### src/rtl/isb_pkg.sv
// Shared types for the instruction stream buffer prefetcher.
// Assumes nothing beyond SystemVerilog 2017 enums.
package isb_pkg;
    // Demand-side sequencing of the controller.
    typedef enum logic [1:0] {
        ST_IDLE     = 2'd0,
        ST_DEM_REQ  = 2'd1,
        ST_DEM_WAIT = 2'd2
    } isb_state_e;
endpackage

### src/rtl/isb_line_buf.sv
// One-entry stream buffer: line address, line data and a valid flag.
// Compares its address against the lookup address every cycle.
// Assumes a clear and a write never need to both take effect; clear wins.
module isb_line_buf #(
    parameter int ADDR_W = 12,
    parameter int LINE_W = 64
) (
    input  logic              clk,
    input  logic              rst_n,
    input  logic              wr_en,
    input  logic [ADDR_W-1:0] wr_addr,
    input  logic [LINE_W-1:0] wr_data,
    input  logic              clear,
    input  logic [ADDR_W-1:0] look_addr,
    output logic              hit,
    output logic              valid_o,
    output logic [LINE_W-1:0] data_o
);
    logic              vld_q;
    logic [ADDR_W-1:0] addr_q;
    logic [LINE_W-1:0] data_q;

    // Holds the buffered line; a clear discards it ahead of any write.
    always_ff @(posedge clk) begin
        if (!rst_n) begin
            vld_q  <= 1'b0;
            addr_q <= '0;
            data_q <= '0;
        end else if (clear) begin
            vld_q <= 1'b0;
        end else if (wr_en) begin
            vld_q  <= 1'b1;
            addr_q <= wr_addr;
            data_q <= wr_data;
        end
    end

    // Tag match for the current miss address.
    always_comb begin
        hit = vld_q && (addr_q == look_addr);
    end

    assign valid_o = vld_q;
    assign data_o  = data_q;
endmodule

### src/rtl/isb_ctrl.sv
// Miss sequencing and next-level read engine for the stream buffer.
// Serves matching misses from the buffer, sends other misses to memory,
// keeps one read outstanding at most, and gives demands priority over
// prefetches. Assumes the next level answers every accepted read once.
module isb_ctrl
    import isb_pkg::*;
#(
    parameter int ADDR_W = 12,
    parameter int LINE_W = 64
) (
    input  logic              clk,
    input  logic              rst_n,
    input  logic              miss_valid,
    input  logic [ADDR_W-1:0] miss_addr,
    output logic              miss_ready,
    input  logic              sb_hit,
    input  logic [LINE_W-1:0] sb_data,
    output logic              sb_wr_en,
    output logic [ADDR_W-1:0] sb_wr_addr,
    output logic [LINE_W-1:0] sb_wr_data,
    output logic              sb_clear,
    output logic              req_valid,
    output logic [ADDR_W-1:0] req_addr,
    input  logic              req_ready,
    input  logic              resp_valid,
    input  logic [LINE_W-1:0] resp_data,
    output logic              fill_valid,
    output logic [ADDR_W-1:0] fill_addr,
    output logic [LINE_W-1:0] fill_data
);
    localparam logic [ADDR_W-1:0] ONE = ADDR_W'(1);

    isb_state_e        state_q;
    logic              pf_pend_q;
    logic [ADDR_W-1:0] pf_addr_q;
    logic [ADDR_W-1:0] dem_addr_q;
    logic              busy_q;
    logic              miss_fire;
    logic              req_fire;

    // Handshakes, read arbitration and stream-buffer write/clear strobes.
    always_comb begin
        miss_ready = (state_q == ST_IDLE);
        miss_fire  = miss_valid && miss_ready;
        req_valid  = !busy_q &&
                     ((state_q == ST_DEM_REQ) || ((state_q == ST_IDLE) && pf_pend_q));
        req_addr   = (state_q == ST_DEM_REQ) ? dem_addr_q : pf_addr_q;
        req_fire   = req_valid && req_ready;
        sb_clear   = miss_fire;
        sb_wr_en   = resp_valid && busy_q && (state_q == ST_IDLE);
        sb_wr_addr = pf_addr_q;
        sb_wr_data = resp_data;
    end

    // Sequencing state, outstanding-read tracking and the registered fill.
    always_ff @(posedge clk) begin
        if (!rst_n) begin
            state_q    <= ST_IDLE;
            pf_pend_q  <= 1'b0;
            pf_addr_q  <= '0;
            dem_addr_q <= '0;
            busy_q     <= 1'b0;
            fill_valid <= 1'b0;
            fill_addr  <= '0;
            fill_data  <= '0;
        end else begin
            fill_valid <= 1'b0;
            if (req_fire) begin
                busy_q <= 1'b1;
            end else if (resp_valid) begin
                busy_q <= 1'b0;
            end
            if (req_fire && (state_q == ST_IDLE)) begin
                pf_pend_q <= 1'b0;
            end
            unique case (state_q)
                ST_IDLE: begin
                    if (miss_fire && sb_hit) begin
                        fill_valid <= 1'b1;
                        fill_addr  <= miss_addr;
                        fill_data  <= sb_data;
                        pf_addr_q  <= miss_addr + ONE;
                        pf_pend_q  <= 1'b1;
                    end else if (miss_fire) begin
                        dem_addr_q <= miss_addr;
                        pf_pend_q  <= 1'b0;
                        state_q    <= ST_DEM_REQ;
                    end
                end
                ST_DEM_REQ: begin
                    if (req_fire) begin
                        state_q <= ST_DEM_WAIT;
                    end
                end
                ST_DEM_WAIT: begin
                    if (resp_valid) begin
                        fill_valid <= 1'b1;
                        fill_addr  <= dem_addr_q;
                        fill_data  <= resp_data;
                        pf_addr_q  <= dem_addr_q + ONE;
                        pf_pend_q  <= 1'b1;
                        state_q    <= ST_IDLE;
                    end
                end
                default: state_q <= ST_IDLE;
            endcase
        end
    end
endmodule

### src/rtl/isb_prefetch.sv
// Top of the instruction stream buffer prefetcher: joins the controller
// to the one-entry line buffer. Assumes line-granular addresses and a
// cache that holds miss_valid and miss_addr until miss_ready.
module isb_prefetch #(
    parameter int ADDR_W = 12,
    parameter int LINE_W = 64
) (
    input  logic              clk,
    input  logic              rst_n,
    input  logic              miss_valid,
    input  logic [ADDR_W-1:0] miss_addr,
    output logic              miss_ready,
    output logic              fill_valid,
    output logic [ADDR_W-1:0] fill_addr,
    output logic [LINE_W-1:0] fill_data,
    output logic              mem_req_valid,
    output logic [ADDR_W-1:0] mem_req_addr,
    input  logic              mem_req_ready,
    input  logic              mem_resp_valid,
    input  logic [LINE_W-1:0] mem_resp_data
);
    logic              sb_hit;
    logic              sb_valid;
    logic [LINE_W-1:0] sb_data;
    logic              sb_wr_en;
    logic [ADDR_W-1:0] sb_wr_addr;
    logic [LINE_W-1:0] sb_wr_data;
    logic              sb_clear;

    isb_line_buf #(.ADDR_W(ADDR_W), .LINE_W(LINE_W)) u_buf (
        .clk       (clk),
        .rst_n     (rst_n),
        .wr_en     (sb_wr_en),
        .wr_addr   (sb_wr_addr),
        .wr_data   (sb_wr_data),
        .clear     (sb_clear),
        .look_addr (miss_addr),
        .hit       (sb_hit),
        .valid_o   (sb_valid),
        .data_o    (sb_data)
    );

    isb_ctrl #(.ADDR_W(ADDR_W), .LINE_W(LINE_W)) u_ctrl (
        .clk        (clk),
        .rst_n      (rst_n),
        .miss_valid (miss_valid),
        .miss_addr  (miss_addr),
        .miss_ready (miss_ready),
        .sb_hit     (sb_hit),
        .sb_data    (sb_data),
        .sb_wr_en   (sb_wr_en),
        .sb_wr_addr (sb_wr_addr),
        .sb_wr_data (sb_wr_data),
        .sb_clear   (sb_clear),
        .req_valid  (mem_req_valid),
        .req_addr   (mem_req_addr),
        .req_ready  (mem_req_ready),
        .resp_valid (mem_resp_valid),
        .resp_data  (mem_resp_data),
        .fill_valid (fill_valid),
        .fill_addr  (fill_addr),
        .fill_data  (fill_data)
    );
endmodule

### config.mk
export PLATFORM = sky130hd
export DESIGN_NAME = isb_prefetch
export DESIGN_NICKNAME = d
export VERILOG_FILES = /design/src/rtl/isb_pkg.sv /design/src/rtl/isb_line_buf.sv /design/src/rtl/isb_ctrl.sv /design/src/rtl/isb_prefetch.sv
export SDC_FILE = /design/constraint.sdc
export NUM_CORES = 1
export LEC_CHECK = 0
export ABC_CLOCK_PERIOD_IN_PS = 3200
export BUFFER_PORTS_ARGS = -buffer_cell sky130_fd_sc_hd__buf_4
export CAP_MARGIN = 20
export CELL_PAD_IN_SITES_DETAIL_PLACEMENT = 1
export CELL_PAD_IN_SITES_GLOBAL_PLACEMENT = 2
export CORE_ASPECT_RATIO = 0.75
export CORE_MARGIN = 4
export CORE_UTILIZATION = 31
export CTS_CLUSTER_DIAMETER = 100
export DETAILED_ROUTE_END_ITERATION = 12
export PLACE_DENSITY = 0.83
export REMOVE_ABC_BUFFERS = 1
export SLEW_MARGIN = 20
export SYNTH_ARGS = -nofsm -noshare
export SYNTH_HDL_FRONTEND = slang
export SYNTH_SLANG_ARGS = --single-unit
### constraint.sdc
create_clock -name clk -period 3.2 [get_ports clk]
set_input_delay 0.8 -clock clk [delete_from_list [all_inputs] [get_ports clk]]
set_output_delay 0.8 -clock clk [all_outputs]
set_load 0.02 [all_outputs]
# Word level (Yosys, flattened, before mapping)
# Cells that the tools add are included.
totals:
  elab_cells: 68
  inputBits: 81
  register_bits: 182
  out_inout_bits: 91
op_classes:
  mux: 25
  reduce_logical: 19
  addsub: 2
  n_eq_ne: 8
  bitwise_logic: 3
op_table:
  columns: ["cell", "n"]
  rows:
  - ["64-bit 2-to-1 mux", 2]
  - ["64-bit one-hot mux with 2 select lines", 1]
  - ["12-bit 2-to-1 mux", 5]
  - ["12-bit one-hot mux with 2 select lines", 2]
  - ["12-bit by 1-bit adder with 12-bit output, second input constant", 2]
  - ["12-bit == test", 1]
  - ["1-bit logical AND", 9]
  - ["1-bit 2-to-1 mux", 8]
  - ["2-bit 2-to-1 mux", 4]
  - ["2-bit by 1-bit inequality test with 1-bit output, second input constant", 3]
  - ["2-bit one-hot mux with 3 select lines", 1]
  - ["3-bit AND reduction", 2]
  - ["2-bit inequality test, second input constant", 2]
  - ["1-bit one-hot mux with 2 select lines", 2]
  - ["4-bit AND reduction", 1]
  - ["2-bit nonzero test", 2]
  - ["1-bit NOT", 3]
  - ["2-bit by 1-bit == test with 1-bit output, second input constant", 1]
  - ["2-bit == test, second input constant", 1]
  - ["2-bit zero test", 1]
  - ["2-bit AND reduction", 1]
  - ["2-bit OR reduction", 1]
  - ["1-bit zero test", 1]
  - ["1-bit logical OR", 1]

# Logic depth before layout (Yosys ltp)
# Gate-level depths: netlist (run 1).
logic_depth:
  ltp_word: 10
  ltp_mapped: 11
  depth_no_buf: 8

# By module
# A second synthesis (run 1) with hierarchy kept.
unflattened:
  hier_cells: 1019
  hier_area_um2: 8428.1
modules_own_cells:
  columns: ["module", "area_per_inst_um2", "cells_each", "instances", "seq_area_each_um2"]
  rows:
  - ["isb_ctrl", 5350.1, 669, 1, 2102.0]
  - ["isb_line_buf", 3078.0, 350, 1, 1541.5]

# Worst setup path after synthesis (run 1)
# No wires, ideal clock.
synth_timing:
  kind: "input-to-reg"
  start: "input port miss_addr[1]"
  end: "register u_ctrl.fill_addr[6]"
  path_buffers: 1
  slack_ps: 863
  t_required_ps: 3085
  cell_stages: 7
  setup_ps: 115
  t_arrival_ps: 2222
  path_cell_list: "xnor2_1 nand4_1 nor4_4 a32o_2 buf_8 mux2_1 and2_1"
synth_between:
  elab_chain_cells: 5
synth_rtl:
  columns: ["element", "line_no", "rtl"]
  rows:
  - ["start, declared", "isb_prefetch.sv:11", "input logic [ADDR_W-1:0] miss_addr,"]
  - ["12-bit == test", "isb_line_buf.sv:40", "hit = vld_q && (addr_q == look_addr);"]
  - ["1-bit logical AND", "isb_line_buf.sv:40", null]
  - ["1-bit logical AND", "isb_ctrl.sv:78", "if (miss_fire && sb_hit) begin"]
  - ["2-bit by 1-bit inequality test with 1-bit output (no source line)", null, null]
  - ["3-bit AND reduction (no source line)", null, null]
  - ["end signal, assigned", "isb_ctrl.sv:80", "fill_addr <= miss_addr;"]
  - ["end signal, assigned", "isb_ctrl.sv:98", "fill_addr <= dem_addr_q;"]
  - ["end, declared", "isb_ctrl.sv:28", "output logic [ADDR_W-1:0] fill_addr,"]
# Every way passes these cells.
# A chain may end at the register's enable or synchronous reset.

# Worst setup path in the final report (run 1)
layout_timing:
  start: "register u_ctrl.state_q[0]"
  end: "output port mem_req_addr[4]"
layout_between:
  elab_chain_cells: 2
layout_rtl:
  columns: ["element", "line_no", "rtl"]
  rows:
  - ["start, declared", "isb_ctrl.sv:33", "isb_state_e state_q;"]
  - ["start signal, assigned", "isb_ctrl.sv:58", "state_q <= ST_IDLE;"]
  - ["start signal, assigned", "isb_ctrl.sv:87", "state_q <= ST_DEM_REQ;"]
  - ["start signal, assigned", "isb_ctrl.sv:92", "state_q <= ST_DEM_WAIT;"]
  - ["2-bit by 1-bit == test with 1-bit output", "isb_ctrl.sv:47", "req_addr = (state_q == ST_DEM_REQ) ? dem_addr_q : pf_addr_q;"]
  - ["12-bit 2-to-1 mux", "isb_ctrl.sv:47", null]
  - ["end, declared", "isb_prefetch.sv:17", "output logic [ADDR_W-1:0] mem_req_addr,"]
# Every way passes these cells.

==> metrics.md, run 1 <==
| Metric | Value |
|---|---|
| Warnings from Yosys | `0` |
| Row cnt | `49` |
| Initial antenna violation count | `0` |
| Type of origin of the critical path | `flop` |
| Cells after DPL | `1386` |
| # diodes | `0` |
| Most common cell after layout, fill and taps aside | `nand2_1` |
| Hold_buf cts | `0` |
| PostCTS Resize Cnt | `0` |
| Max FO, Critical Path | `14` |
| Final core occ | `40.83%` |
| Predominant post-synthesis flop cell | `dfxtp_1` |
| Reg2Reg Setup Slack | `slightly above 900 ps` |
| Antenna Nets Post-Route | `0` |
| Peak VDD IR | `0.3440 mV` |
| Slew Viols, Final | `0` |
| Die Ht | `144.2 µm` |
| Multiplexer share of the synthesized area | `5.140%` |
| Area leader, netlist | `dfxtp_1` |
| Via count | `approximately 7000` |
| RR Startpoint | `u_ctrl.state_q[1]` |
| Yosys cell types | `39` |
| Synth top area share | `between 40% and 50%` |
| Post-synthesis async set-or-reset flop share | `0%` |
| Mean post-synth cell area | `8.202 µm²` |
| Post-synth EDFFs | `0` |
| Clock buffer count from CTS | `17` |
| Crit-path cells | `nor2b_1 > buf_4 > mux2_2 > buf_4` |
| Simple-Gate Fraction of Synth Area | `21.67%` |
| Final setup fails | `0` |
| Chip width | `189.6 µm` |
| CP Capture Type | `output pin` |
| Worst slew pin tran | `665.6 ps` |
| WL/cell | `16.92 µm` |
| Layout cell share with drive strength beyond 1 | `between 20% and 30%` |
| Post-synthesis xor/xnor area fraction | `2.398%` |
| GPL Wtd Cong | `0.7358` |
| Hold Crit Start | `u_buf.data_o[3]` |
| Root buf cell | `clkbuf_16` |
| Worst skew pair latency | `430 ps` |
| MaxCap Viol Count | `0` |
| Adder-Cell Fraction of Synth Area | `0.1632%` |
| Crit path max-delay family | `buffers and inverters` |
| Largest family of logic cells by synthesized area | `simple AND/OR/NAND/NOR gates` |
| F_max | `0.3685 GHz` |
| Mapped Area | `0.007669 mm²` |
| Clock sinks | `roughly 180` |
| CP Depth | `4` |
| Outcome | `finished, final reports clean` |
| Largest net degree at the start of global routing | `76` |
| Worst-path clk slew | `70 ps` |
| Area growth, synth to finish | `28.62%` |
| DRC viols | `0` |
| Worst setup margin | `486.2 ps` |
| Initial Util | `31.75%` |
| Final Non-Filler Cells | `about 1400` |
| FF-to-FF End | `u_ctrl.sb_wr_addr[8]` |
| Core area | `0.02416 mm²` |
| Die area | `0.02734 mm²` |
| Sum Neg Setup Slack | `0 ps` |
| GRT Util Overall | `17.39%` |
| Final wirelength | `about 24000 µm` |
| Period utilization | `84.80%` |
| Hold/Removal Path Class | `flop to flop` |
| Leak | `3.517 nW` |
| Min Tclk post-route | `2714 ps` |
| WP data arrival | `1910 ps` |
| Largest stage delay, worst path | `450 ps` |
| 1st-iter DRT viols | `289` |
| Clock tree buffer depth | `2` |
| Pwr/cell area | `488.8 mW/mm²` |
| Hold Vio Cnt, Final | `0` |
| Hold depth | `2` |
| H-tree Lvls | `4` |
| Setup Skew | `between 15 and 20 ps` |
| Nets | `1156` |
| Cell mode on critical path | `buf_4` |
| Rel. slew slack | `55.63%` |
| TritonCTS clock tree | `done` |
| First-pass GRT wire length | `38310 µm` |
| Vias in the first global route | `7056` |
| RSZ-0062 raised after global routing | `false` |
| Commonest cells after routing, fill and taps aside | `314 x nand2_1, 190 x buf_4, 182 x dfxtp_1` |
| Sequential area share after synthesis | `47.51%` |
| FF-to-FF path depth | `8` |
| Post-Syn Instances | `935` |
| DP Worst Slack | `388.8 ps` |
| Port Buffer Count | `171` |
| TritonRoute pass-1 iters | `4` |
| Number of I/O pins | `172` |
| Area contributors post-synth | `dfxtp_1 48%, nand2_1 15%, a311oi_1 5.9%` |
| Via density | `4.885` |
| WP buf/inv | `2` |
| Post-synthesis compound-gate area fraction | `17.90%` |
| Hold endpoint | `u_buf.data_o[3]` |
| FILL cells | `2939` |
| Worst endpoint required time | `~2400 ps` |
| Seq cells post-synth | `182` |
| Post-CTS Repair Setup Buffers | `0` |
| Kind of critical path | `flop to output pin` |
| DPL Wire Length | `approximately 16000 µm` |
| GRT overflow | `0` |
| CP max stage cell | `dfxtp_1` |
==> worst register-to-register path: stages (launching register included) <==
cell	delay [ps]
dfxtp_1	440
nor2b_4	580
nand2_1	130
nand2_1	110
ha_1	270
nand4_1	200
nor2_1	170
xor2_1	160
o22ai_1	100
==> area by class of cell <==
class                   count  area, µm²  area share [%]
clock buffers              19      442.9           4.491
clock inverters            13      138.9           1.408
inverters                   4      20.02          0.2030
multi-input cells         673       3657           37.08
flip-flops and latches    182       3643           36.94
well taps                 331      414.1           4.199
repair buffers            196       1546           15.68
==> logic make-up after synthesis <==
logic type | Yosys count
mux | 37
fa+ha+maj | 1
simple gates | 426
buf+inv | 80
xor+xnor | 21
flops | 182
compound gates | 188
==> synthesized netlist by cell type (3+ instances only) <==
| library cell | n |
|---|---|
| nand2_1 | 314 |
| dfxtp_1 | 182 |
| nor2_1 | 89 |
| a21oi_1 | 81 |
| a311oi_1 | 52 |
| clkbuf_1 | 52 |
| mux2i_1 | 20 |
| mux2_2 | 15 |
| xnor2_1 | 15 |
| a311oi_2 | 13 |
| o21ai_0 | 13 |
| a21boi_0 | 11 |
| a211oi_2 | 8 |
| buf_2 | 8 |
| buf_4 | 7 |
| buf_6 | 7 |
| nand3_1 | 6 |
| xor2_1 | 6 |
| nand4_1 | 4 |
| o22ai_1 | 4 |
| inv_1 | 3 |
| nor2_2 | 3 |
==> worst max-delay path by stage <==
stage	from	to
floorplan	u_ctrl.state_q[1]	u_ctrl.sb_wr_addr[10]
global placement	miss_addr[4]	u_ctrl.sb_wr_addr[2]
detailed placement	miss_addr[7]	u_ctrl.fill_data[35]
CTS	u_ctrl.state_q[0]	mem_req_addr[5]
global route	u_ctrl.state_q[0]	mem_req_addr[4]
finish	u_ctrl.state_q[0]	mem_req_addr[4]
==> registers in the layout, summed over array words and instances (netlist names) <==
signal             cells
u_buf.data_o          64
u_ctrl.fill_data      64
u_buf.addr_q          12
u_ctrl.dem_addr_q     12
u_ctrl.fill_addr      12
u_ctrl.sb_wr_addr     12
u_ctrl.state_q         2
u_buf.valid_o          1
u_ctrl.busy_q          1
u_ctrl.fill_valid      1
u_ctrl.pf_pend_q       1
==> per-stage QoR <==
stage | instance area [µm²] | hold slack [ps] | power (mW)
floorplan | 7283 | 420.9 | 2.537
global placement | 9281 | 442.4 | 2.754
detailed placement | 9281 | 447.1 | 2.757
CTS | 9863 | 459.1 | 4.895
global route | 9863 | 472.4 | 5.019
finish | 9863 | 454.7 | 4.821
==> layer usage <==
layer  global-route usage (%)  wire, µm  vias up
li1                         -         -     3426
met1                    24.27     11960     3340
met2                    28.48     10850      150
met3                    3.282      1012       11
met4                    3.425       164        0
met5                        0         0        -
==> where the power goes <==
part / total (mW) / leakage, nW / switching, mW / internal (mW)
clock: 2.12 / 0.277 / 0.998 / 1.12
combinational: 0.383 / 1.77 / 0.221 / 0.162
sequential: 2.32 / 1.47 / 0.0235 / 2.29
Note: power is estimated with default switching activity, not from simulation.
==> inputs of run 2 (changes only) <==
- ABC_CLOCK_PERIOD_IN_PS: 3200 -> 2600
- clock period: 3.2 -> 2.6 ns (I/O delays scaled with it)
==> run 2 against run 1 <==
Compared with the run above: wire length grew 2.9%; sequential share of layout area shrank 0.40 points; combinational power grew 27%; clock power grew 28%; cell count grew 0.42%; clock skew shrank 2.2 ps; die area is the same.
==> metrics.md, run 2 (synthesized netlist as in run 1, its figures left out) <==
| Metric | Value |
|---|---|
| Antenna Nets Post-Route | `0 (unchanged)` |
| Largest stage delay, worst path | `410 ps (-40 ps)` |
| Leak | `3.570 nW (+1.5%)` |
| Largest net degree at the start of global routing | `50 (-34%)` |
| Initial antenna violation count | `0 (unchanged)` |
| GRT overflow | `0 (unchanged)` |
| Reg area | `0.003645 mm² (about the same)` |
| Port Buffer Count | `171 (unchanged)` |
| Sum Neg Setup Slack | `0 ps (unchanged)` |
| GRT Util Overall | `17.95% (+0.56 points)` |
| H-tree Lvls | `4 (unchanged)` |
| MaxCap Viol Count | `0 (unchanged)` |
| RSZ-0062 raised after global routing | `false` |
| Peak VDD IR | `0.4089 mV (+19%)` |
| Final setup fails | `0 (unchanged)` |
| DP Worst Slack | `37.11 ps (-351.7 ps)` |
| FILL cells | `2952 (+0.44%)` |
| GRT met3 Usage | `3.861% (+0.58 points)` |
| Hold/Removal Path Class | `flop to flop` |
| Worst-path clk slew | `80 ps (about the same)` |
| Worst slew pin tran | `584.5 ps (-81.13 ps)` |
| Min Tclk post-route | `2488 ps` |
| Number of I/O pins | `172 (unchanged)` |
| Pwr/cell area | `607.9 mW/mm² (+24%)` |
| Worst setup margin | `112.4 ps (-373.9 ps)` |
| Root buf cell | `clkbuf_16` |
| Hold_buf cts | `0 (unchanged)` |
| Die Ht | `144.2 µm (unchanged)` |
| Area growth, synth to finish | `30.05%` |
| Most used routing layer | `met2` |
| Vias in the first global route | `7204 (+2.1%)` |
| Nets | `1163 (+0.61%)` |
| Via density | `4.898 (+0.27%)` |
| Crit path max-delay family | `buffers and inverters` |
| Commonest cells after routing, fill and taps aside | `314 x nand2_1, 194 x buf_4, 181 x dfxtp_1` |
| Worst endpoint required time | `1950 ps (-450 ps)` |
| # diodes | `0 (unchanged)` |
| Outcome | `finished, final reports clean` |
| TritonRoute pass-1 iters | `4 (unchanged)` |
| CP max stage cell | `mux2_2` |
| 1st-iter DRT viols | `319 (+10%)` |
| Die area | `0.02734 mm² (unchanged)` |
| Kind of critical path | `flop to output pin` |
| Cell mode on critical path | `buf_4` |
| First-pass GRT wire length | `39210 µm (+2.4%)` |
| Type of origin of the critical path | `flop` |
| TritonCTS clock tree | `done` |
| Final wirelength | `24690 µm (+2.9%)` |
| GRT met2 Usage | `28.95% (+0.47 points)` |
| Max FO, Critical Path | `14 (unchanged)` |
| Worst skew pair latency | `440 ps (about the same)` |
| Hold Vio Cnt, Final | `0 (unchanged)` |
| Chip width | `189.6 µm (unchanged)` |
| Crit-path cells | `nor2b_1 > buf_4 > mux2_2 > buf_4` |
| WP buf/inv | `2 (unchanged)` |
| CP Capture Type | `output pin` |
| WL/cell | `17.34 µm (+2.5%)` |
| Row cnt | `49 (unchanged)` |
| Met1 usage | `24.58% (+0.31 points)` |
| Multi-input gate area | `0.003657 mm² (unchanged)` |
| Most common cell after layout, fill and taps aside | `nand2_1` |
| Clock tree buffer depth | `2 (unchanged)` |
| F_max | `~0.4 GHz` |
| Rel. slew slack | `61.04% (+5.4 points)` |
| Setup Skew | `15.40 ps (-2.198 ps)` |
| Clock sinks | `182 (unchanged)` |
| Hold WS | `455.4 ps (+0.6120 ps)` |
| DPL Wire Length | `16330 µm (+2.7%)` |
| WP data arrival | `1840 ps (-70 ps)` |
| DRC viols | `0 (unchanged)` |
| Clock buffer count from CTS | `17 (unchanged)` |
| Via count | `6975 (+0.69%)` |
| Core area | `0.02416 mm² (unchanged)` |
| Period utilization | `95.68%` |
| GPL Wtd Cong | `0.7852 (+6.7%)` |
| Layout cell share with drive strength beyond 1 | `25.89% (+0.59 points)` |
| Initial Util | `31.75% (unchanged)` |
| Slew Viols, Final | `0 (unchanged)` |
[run 2: changes by cell type in the layout (fill, tap and decap cells not counted), sizes merged]
cell	change
buf	+7
bufinv	+2
clkbuf	-2
inv	-1
[run 2: where the power goes]
part,leakage (nW),internal [mW],switching (mW)
registers,1.47,2.82,0.0288
logic,1.81,0.208,0.278
clock network,0.287,1.52,1.20
[run 2: timing repair]
action	4_1_cts	5_1_grt
gates resized for setup	0	1
buffers inserted	0	0
endpoints found under the hold margin	0	0
setup endpoints to repair	0	12
[run 2: final cells by class]
class	count	share of cell area, %
clock buffers	17	4.265
clock inverters	14	1.756
inverters	4	0.2007
multi-input cells	673	36.67
flip-flops and latches	182	36.55
well taps	331	4.153
repair buffers	203	16.41
[run 2: worst paths after layout]
path | slack [ps] | to | from | cells past startpoint
worst max-delay path | 110 | mem_req_addr[6] | u_ctrl.state_q[0] | 4
worst min-delay path | 460 | u_buf.data_o[60] | u_buf.data_o[60] | 2
worst max register to register | 440 | u_ctrl.sb_wr_addr[11] | u_ctrl.state_q[0] | 6
worst min register to register | 460 | u_buf.data_o[60] | u_buf.data_o[60] | 2
[run 2: metrics by stage]
stage	cell area, µm²	cells	total power [mW]	util (%)
after CTS	9972	1424	6.136	41.28
after detailed placement	9371	1393	3.405	38.80
after global placement	9371	1393	3.400	38.80
after global routing	9973	1424	6.299	41.29
final	9973	1424	6.063	41.29
after floorplan	7283	859	3.123	-
[run 2: worst min-delay path, cell delays in order (launching register included)]
cell and delay [ps]:
dfxtp_1 310, nand2_1 50, a21oi_1 50
[run 2: metal layers]
layer  part of all wire, %  wire length (µm)  up-vias
met5                     0                 0        -
met2                    45             11150      149
li1                      -                 -     3441
met3                   5.1              1263       17
met1                    49             12030     3368
met4                  0.98               241        0
==> inputs of run 3 (changes only) <==
- ABC_CLOCK_PERIOD_IN_PS: 2600 -> 2700
- clock period: 2.6 -> 2.7 ns (I/O delays scaled with it)
==> run 3 against run 2 <==
Compared with the run above: combinational power down 6.0%; sequential share of layout area up 0.53 points; utilization down 0.60 points; critical endpoint unchanged; wire length down 3.1%.
==> metrics.md, run 3 (synthesized netlist as in run 1, its figures left out) <==
| Metric | Value |
|---|---|
| Outcome | `finished, final reports clean` |
| Number of I/O pins | `172 (unchanged)` |
| Core area | `0.02416 mm² (unchanged)` |
| Final core occ | `40.69% (-0.60 points)` |
| Max FO, Critical Path | `14 (unchanged)` |
| Multi-input gate area | `0.003657 mm² (unchanged)` |
| TritonCTS clock tree | `done` |
| Crit-path cells | `nor2b_1 > buf_4 > mux2_2 > buf_4` |
| Hold_buf cts | `0 (unchanged)` |
| Final Non-Filler Cells | `1418 (-0.42%)` |
| Nets | `1156 (-0.60%)` |
| Hold depth | `2 (unchanged)` |
| Post-CTS Repair Setup Buffers | `0 (unchanged)` |
| FF-to-FF End | `u_ctrl.sb_wr_addr[11]` |
| Area growth, synth to finish | `28.16%` |
| Via density | `4.876 (-0.46%)` |
| Worst slew pin tran | `561.0 ps (-23.42 ps)` |
| Initial antenna violation count | `0 (unchanged)` |
| Period utilization | `94.32%` |
| GRT Util Overall | `17.38% (-0.57 points)` |
| WP data arrival | `1870 ps (+30 ps)` |
| Hold Vio Cnt, Final | `0 (unchanged)` |
| # diodes | `0 (unchanged)` |
| Via count | `6914 (-0.87%)` |
| Chip width | `189.6 µm (unchanged)` |
| Type of origin of the critical path | `flop` |
| Hold WS | `456.9 ps (+1.572 ps)` |
| Commonest cells after routing, fill and taps aside | `314 x nand2_1, 190 x buf_4, 182 x dfxtp_1` |
| CP Capture Type | `output pin` |
| Largest stage delay, worst path | `450 ps (+40 ps)` |
| Clock sinks | `182 (unchanged)` |
| Clock tree buffer depth | `2 (unchanged)` |
| F_max | `0.3927 GHz` |
| Die Ht | `144.2 µm (unchanged)` |
| Cell mode on critical path | `buf_4` |
| Kind of critical path | `flop to output pin` |
| H-tree Lvls | `4 (unchanged)` |
| Leak | `3.498 nW (-2.0%)` |
| WL/cell | `16.88 µm (-2.7%)` |
| Row cnt | `49 (unchanged)` |
| Rel. slew slack | `62.60% (+1.6 points)` |
| Hold Crit Start | `u_buf.data_o[4]` |
| Reg area | `0.003643 mm² (about the same)` |
| Pwr/cell area | `568.7 mW/mm² (-6.5%)` |
| Initial Util | `31.75% (unchanged)` |
| DP Worst Slack | `3.340 ps (-33.77 ps)` |
| Layout cell share with drive strength beyond 1 | `25.21% (-0.69 points)` |
| 1st-iter DRT viols | `362 (+13%)` |
| Final setup fails | `0 (unchanged)` |
| Sum Neg Setup Slack | `0 ps (unchanged)` |
| Worst setup margin | `153.5 ps (+41.08 ps)` |
| Peak VDD IR | `0.4054 mV (-0.85%)` |
| CP Depth | `4 (unchanged)` |
| First-pass GRT wire length | `38120 µm (-2.8%)` |
| GPL Wtd Cong | `0.7761 (-1.2%)` |
| CP max stage cell | `dfxtp_1` |
| Min Tclk post-route | `2547 ps` |
| MaxCap Viol Count | `0 (unchanged)` |
| Clock buffer count from CTS | `17 (unchanged)` |
| Reg2Reg Setup Slack | `480 ps (+40 ps)` |
| TritonRoute pass-1 iters | `5 (+1)` |
| GRT overflow | `0 (unchanged)` |
| Vias in the first global route | `6884 (-4.4%)` |
| Most common cell after layout, fill and taps aside | `nand2_1` |
| PostCTS Resize Cnt | `0 (unchanged)` |
| Hold endpoint | `u_buf.data_o[4]` |
| Die area | `0.02734 mm² (unchanged)` |
| FF-to-FF path depth | `6 (unchanged)` |
| RR Startpoint | `u_ctrl.state_q[0]` |
| DRC viols | `0 (unchanged)` |
| Slew Viols, Final | `0 (unchanged)` |
| DPL Wire Length | `15860 µm (-2.9%)` |
| Crit path max-delay family | `flip-flops` |
| Cells after DPL | `1386 (-0.50%)` |
| Final wirelength | `23940 µm (-3.1%)` |
| Worst endpoint required time | `2030 ps (+80 ps)` |
| WP buf/inv | `2 (unchanged)` |
| Port Buffer Count | `171 (unchanged)` |
| Worst skew pair latency | `430 ps (about the same)` |
| Largest net degree at the start of global routing | `63 (+26%)` |
| Root buf cell | `clkbuf_16` |
| RSZ-0062 raised after global routing | `false` |
| Worst-path clk slew | `80 ps (about the same)` |
| FILL cells | `2930 (-0.75%)` |
| Antenna Nets Post-Route | `0 (unchanged)` |
| Setup Skew | `15.37 ps (-0.03020 ps)` |
| Hold/Removal Path Class | `flop to flop` |
## run 3: report_power, final
part / internal [mW] / switching (mW)
combinational: 0.193 / 0.263
sequential: 2.72 / 0.0278
clock: 1.21 / 1.17
total: 4.13 / 1.46
## run 3: cell type report
type                            count  area share, %
Multi-Input combinational cell    673          37.21
Inverter                            4         0.2037
Sequential cell                   182          37.07
Timing Repair Buffer              196          15.74
Clock buffer                       19          4.405
Tap cell                          331          4.214
Clock inverter                     13          1.158
## run 3: how the worst max path moves through the flow
stage,start,endpoint
global placement,miss_addr[2],u_ctrl.fill_data[34]
detailed placement,miss_addr[2],u_ctrl.fill_data[22]
global route,u_ctrl.state_q[0],mem_req_addr[6]
floorplan,u_ctrl.state_q[1],u_ctrl.sb_wr_addr[10]
CTS,u_ctrl.state_q[0],mem_req_addr[6]
finish,u_ctrl.state_q[0],mem_req_addr[6]
## run 3: through the flow
step	instance area, µm²	total power, mW
floorplan	7283	3.007
global placement	9281	3.266
detailed placement	9281	3.270
CTS	9828	5.677
global route	9828	5.839
finish	9828	5.589
## run 3: per-layer routing
metal  GRT usage [%]  routed length [µm]  part of all wire (%)
met5               0                   0                     0
met2           27.10               10530                    44
met3           3.668                1137                   4.8
met1           24.99               12110                    51
met4           3.729                 156                  0.65
## run 3: worst min-delay path: stages, from the launching register on
cell,delay [ps]
dfxtp_1,310
nand2_1,50
a21oi_1,50
